## config.mk

```make
export PLATFORM = sky130hd
export DESIGN_NAME = can_rx_alloc
export DESIGN_NICKNAME = d
export VERILOG_FILES = /design/src/rtl/can_rx_pkg.sv /design/src/rtl/rx_first_set.sv /design/src/rtl/rx_buf_slot.sv /design/src/rtl/can_rx_alloc.sv
export SDC_FILE = /design/constraint.sdc
export NUM_CORES = 1
export LEC_CHECK = 0
export BUFFER_PORTS_ARGS = -buffer_cell sky130_fd_sc_hd__buf_2
export CAP_MARGIN = 30
export CORE_ASPECT_RATIO = 0.75
export CORE_MARGIN = 5
export CORE_UTILIZATION = 48
export DETAILED_ROUTE_END_ITERATION = 6
export PLACE_DENSITY = 0.82
export SYNTH_ARGS = -nofsm -noshare
export SYNTH_HDL_FRONTEND = slang
export SYNTH_SLANG_ARGS = --single-unit
```

## constraint.sdc

```tcl
create_clock -name clk -period 4.35 [get_ports clk]
set_input_delay 0.6525 -clock clk [delete_from_list [all_inputs] [get_ports clk]]
set_output_delay 0.6525 -clock clk [all_outputs]
set_load 0.01 [all_outputs]
```

## src/rtl/can_rx_pkg.sv

```systemverilog
package can_rx_pkg;
  typedef enum logic [1:0] {
    EV_NONE    = 2'd0,
    EV_STORE   = 2'd1,
    EV_OVERRUN = 2'd2
  } rx_event_e;
endpackage

```

## src/rtl/rx_first_set.sv

```systemverilog
module rx_first_set #(
  parameter int N = 4,
  parameter int W = 2
) (
  input  logic [N-1:0] vec,
  output logic         any,
  output logic [W-1:0] idx
);
  always_comb begin
    idx = '0;
    for (int i = N - 1; i >= 0; i--) begin
      if (vec[i]) idx = W'(i);
    end
  end
  assign any = |vec;
endmodule

```

## src/rtl/rx_buf_slot.sv

```systemverilog
module rx_buf_slot #(
  parameter int FW = 2
) (
  input  logic          clk,
  input  logic          rst_n,
  input  logic          set,
  input  logic          clr,
  input  logic [FW-1:0] acc_in,
  output logic          rdy,
  output logic [FW-1:0] acc
);
  always_ff @(posedge clk) begin
    if (!rst_n) begin
      rdy <= 1'b0;
      acc <= '0;
    end else begin
      rdy <= (rdy & ~clr) | set;
      if (set) acc <= acc_in;
    end
  end
endmodule

```

## src/rtl/can_rx_alloc.sv

```systemverilog
module can_rx_alloc
  import can_rx_pkg::*;
#(
  parameter int ID_W     = 29,
  parameter int NUM_FILT = 4,
  parameter int NUM_BUF  = 3,
  parameter int FW       = (NUM_FILT > 1) ? $clog2(NUM_FILT) : 1,
  parameter int BW       = (NUM_BUF > 1) ? $clog2(NUM_BUF) : 1
) (
  input  logic                   clk,
  input  logic                   rst_n,
  input  logic                   msg_valid,
  output logic                   msg_ready,
  input  logic [ID_W-1:0]        msg_id,
  input  logic [NUM_FILT-1:0]    msg_hit,
  input  logic                   msg_own,
  input  logic                   self_rx_en,
  input  logic                   rx_ie,
  input  logic                   ovr_ie,
  input  logic [NUM_BUF-1:0]     buf_lock,
  input  logic [NUM_BUF-1:0]     rdy_clr,
  output logic                   wr_en,
  output logic [BW-1:0]          wr_idx,
  output logic [NUM_BUF-1:0]     buf_rdy,
  output logic [NUM_BUF*FW-1:0]  buf_acc,
  output logic                   rx_evt,
  output logic                   rx_irq,
  output logic                   ovr_evt,
  output logic                   ovr_irq,
  output logic [ID_W-1:0]        last_id
);
  logic          hit_any;
  logic [FW-1:0] filt_idx;
  logic          free_any;
  logic [BW-1:0] free_idx;
  logic          take;
  rx_event_e     ev;

  rx_first_set #(.N(NUM_FILT), .W(FW)) u_filt (
    .vec (msg_hit),
    .any (hit_any),
    .idx (filt_idx)
  );

  rx_first_set #(.N(NUM_BUF), .W(BW)) u_free (
    .vec (~buf_lock & ~buf_rdy),
    .any (free_any),
    .idx (free_idx)
  );

  assign take = msg_valid && msg_ready && hit_any && (!msg_own || self_rx_en);

  always_comb begin
    if (!take)         ev = EV_NONE;
    else if (free_any) ev = EV_STORE;
    else               ev = EV_OVERRUN;
  end

  for (genvar g = 0; g < NUM_BUF; g++) begin : g_slot
    rx_buf_slot #(.FW(FW)) u_slot (
      .clk    (clk),
      .rst_n  (rst_n),
      .set    (ev == EV_STORE && free_idx == BW'(g)),
      .clr    (rdy_clr[g]),
      .acc_in (filt_idx),
      .rdy    (buf_rdy[g]),
      .acc    (buf_acc[g*FW +: FW])
    );
  end

  always_ff @(posedge clk) begin
    if (!rst_n) begin
      msg_ready <= 1'b0;
      wr_en     <= 1'b0;
      wr_idx    <= '0;
      rx_evt    <= 1'b0;
      rx_irq    <= 1'b0;
      ovr_evt   <= 1'b0;
      ovr_irq   <= 1'b0;
      last_id   <= '0;
    end else begin
      msg_ready <= 1'b1;
      wr_en     <= (ev == EV_STORE);
      rx_evt    <= (ev == EV_STORE);
      rx_irq    <= (ev == EV_STORE) && rx_ie;
      ovr_evt   <= (ev == EV_OVERRUN);
      ovr_irq   <= (ev == EV_OVERRUN) && ovr_ie;
      if (ev == EV_STORE)   wr_idx  <= free_idx;
      if (ev == EV_OVERRUN) last_id <= msg_id;
    end
  end
endmodule

```

==> metrics <==
status=completed; Initial Util=48.93%; critical path peak fanout=67; Fillers=around 320; share of cells above drive strength 1=36.46%; most common cell after layout, fill and taps aside=buf_2; CTS tree=done; hold slack=0.4544 ns; sw frac=22.20%; worst-margin pin slew=0.5899 ns; Max Cap Viol=0; CTS Buf Count=5; period utilization=between 40% and 50%; Worst EP required=4.57 ns; final estimated routing congestion in global placement=0.7348; maximum clock rate=between 400 and 500 MHz; 1st-iter DRT viols=between 40 and 50; gr ovfl total=0; Cell Area, Synth=1768 um2; simple-gate share of the synthesized area=19.82%; RSZ-0062 raised after global routing=no; Antenna Nets Post-Route=0; Ports=92; total wire length=3866 um; global-route usage over all layers=15.81%; wire per inst=11.75 um; total number of vias=1,536; antenna violations before repair=0; final setup vio count=0; Yosys cell types=22; vias in the first global route=1,473; Antenna diodes=0; clock share of power=~33%; Max Transition Viols Final=0; synthesized instance count=192; Slew Limit Headroom=between 60% and 70%; Post-CTS Setup Bufs=0; Layout Nets=between 300 and 400; P_sw=0.1603 mW; Synth Net Count=238; Crit Path Class=primary input to flip-flop; Cell Rows=19; VDD IR max=0.0002278 V; HP Class=flip-flop to flip-flop; mux share of post-synthesis cell area=19.82%; Arr. time, crit path=2.26 ns; die footprint=5010 um2; H-tree depth=2; Power per Cell Area=311.7 nW/um2; hpwl dp=around 2900 um; Synth Register Bits=45; CP peak stage delay=0.58 ns; clock tree buffer depth=2; global-route wire length before repair=roughly 6400 um; DR pass1 iterations=4; final core utilization=between 60% and 70%; Final Non-Filler Cells=329; placed cells=between 300 and 400; clk sinks=45; core area=~3600 um2; Reg power frac=58.3%; area of the multi-input gates=769.5 um2; crit path time final=around 2 ns; xor/xnor share of the synthesized area=0%; Die H=roughly 63 um; internal power=0.5619 mW; CP Capture Type=flip-flop; pin count of the biggest net entering global routing=68; # DRC=0; skew final=between 0.003 and 0.004 ns; Clock Root Buffer=clkbuf_8; PostCTS Resize Cnt=0; clock latency on the worst-skew pair=0.29 ns; cts hold-fix bufs=0; Compound-Gate Fraction of Synth Area=3.609%; final number of hold-violating endpoints=0; setup TNS=0 ns; commonest cells after routing, fill and taps aside=buf_2, nand2_1, dfxtp_1; Synth warnings=0; Synth Area per Inst=9.208 um2; die width=80.08 um; startpoint type of the worst setup path=primary input; ordered cell list for the critical path=buf_2, buf_4, inv_1, or4_1, mux2i_1; Logic pwr share=8.8%; register area share after synthesis=50.96%; port bufs=91; Synth Area in Adders=0%; Clock Pin Slew Worst Setup and Hold Paths=0.08 ns; Leak=1.102 nW; sequential cell area=roughly 900 um2; largest family of logic cells by synthesized area=simple AND/OR/NAND/NOR gates; via/cell ratio=4.669; slowest stage cell, crit path=or4_1; P&R area growth vs syn=31.07%
## power by group through the flow
stage | combinational (mW) | sequential [mW] | clock (mW)
final | 0.0639 | 0.421 | 0.238
after global routing | 0.0716 | 0.421 | 0.268
after CTS | 0.0646 | 0.421 | 0.246
after detailed placement | 0.0642 | 0.430 | 0
after global placement | 0.0623 | 0.430 | 0
after floorplan | 0.0306 | 0.433 | 0
## metrics by stage
step / area (um2) / setup slack (ns) / power (mW)
global placement: 2210 / 2.014 / 0.4927
finish: 2317 / 2.311 / 0.7222
floorplan: 1768 / 2.419 / 0.4634
detailed placement: 2237 / 2.021 / 0.4945
CTS: 2317 / 2.319 / 0.7317
global route: 2317 / 2.179 / 0.7609
## kinds of logic after synthesis
family,after synthesis
simple gates,83
mux,35
compound gates,10
flops,45
buf+inv,19
## cell type report
class,count,share of cell area (%)
tap,52,2.808
sequential,45,38.88
timing repair buffer,93,21.17
clock buffer,8,3.456
multi-input combinational,128,33.21
inverter,3,0.4860
## Yosys cell counts
cell type	instances	area share, %
a21oi_1	5	1.4
and2_1	2	0.71
buf_2	1	0.28
buf_4	4	1.7
buf_6	2	1.3
clkbuf_1	9	1.9
dfxtp_1	45	51
inv_1	3	0.64
mux2i_1	35	20
nand2_1	64	14
nand2b_1	2	0.71
nor2_1	4	0.85
nor2_2	1	0.35
nor2b_1	1	0.35
nor3_1	3	0.85
o2111ai_2	1	0.85
o21a_1	1	0.42
o21ai_0	2	0.57
o22ai_1	1	0.35
or2_2	1	0.35
or3_1	1	0.35
or4_1	4	1.7
## flip-flops by register name, indices dropped and copies added, names as in the netlist
name and cells:
last_id 29, g_slot.u_slot.acc 6, g_slot.u_slot.rdy 3, wr_idx 2, msg_ready 1, ovr_evt 1
ovr_irq 1, rx_evt 1, rx_irq 1
## worst paths after layout
kind | slack (ns) | cells after the start | to | from
worst max-delay path | 2.31 | 5 | g_slot[1].u_slot.acc[1]$_SDFFE_PN0P_ | rst_n
worst min-delay path | 0.45 | 2 | g_slot[1].u_slot.acc[0]$_SDFFE_PN0P_ | g_slot[1].u_slot.acc[0]$_SDFFE_PN0P_
worst max register to register | 2.54 | 5 | last_id[5]$_SDFFE_PN0N_ | g_slot[0].u_slot.rdy$_SDFF_PN0_
worst min register to register | 0.45 | 2 | g_slot[1].u_slot.acc[0]$_SDFFE_PN0P_ | g_slot[1].u_slot.acc[0]$_SDFFE_PN0P_
## per-layer routing
layer  global-route usage [%]  up-vias  routed length [um]
met1                    18.64      673                1702
li1                         -      791                   -
met3                    8.213        4                 441
met5                        0        -                   0
met4                    4.430        0                  36
met2                    25.00       68                1687
## critical path: cells and delay by family
family,cells,cell delay (ns)
buf+inv,3,0.84
simple gates,1,0.58
mux,1,0.16
No activity file was read; power rests on OpenSTA's default activity.
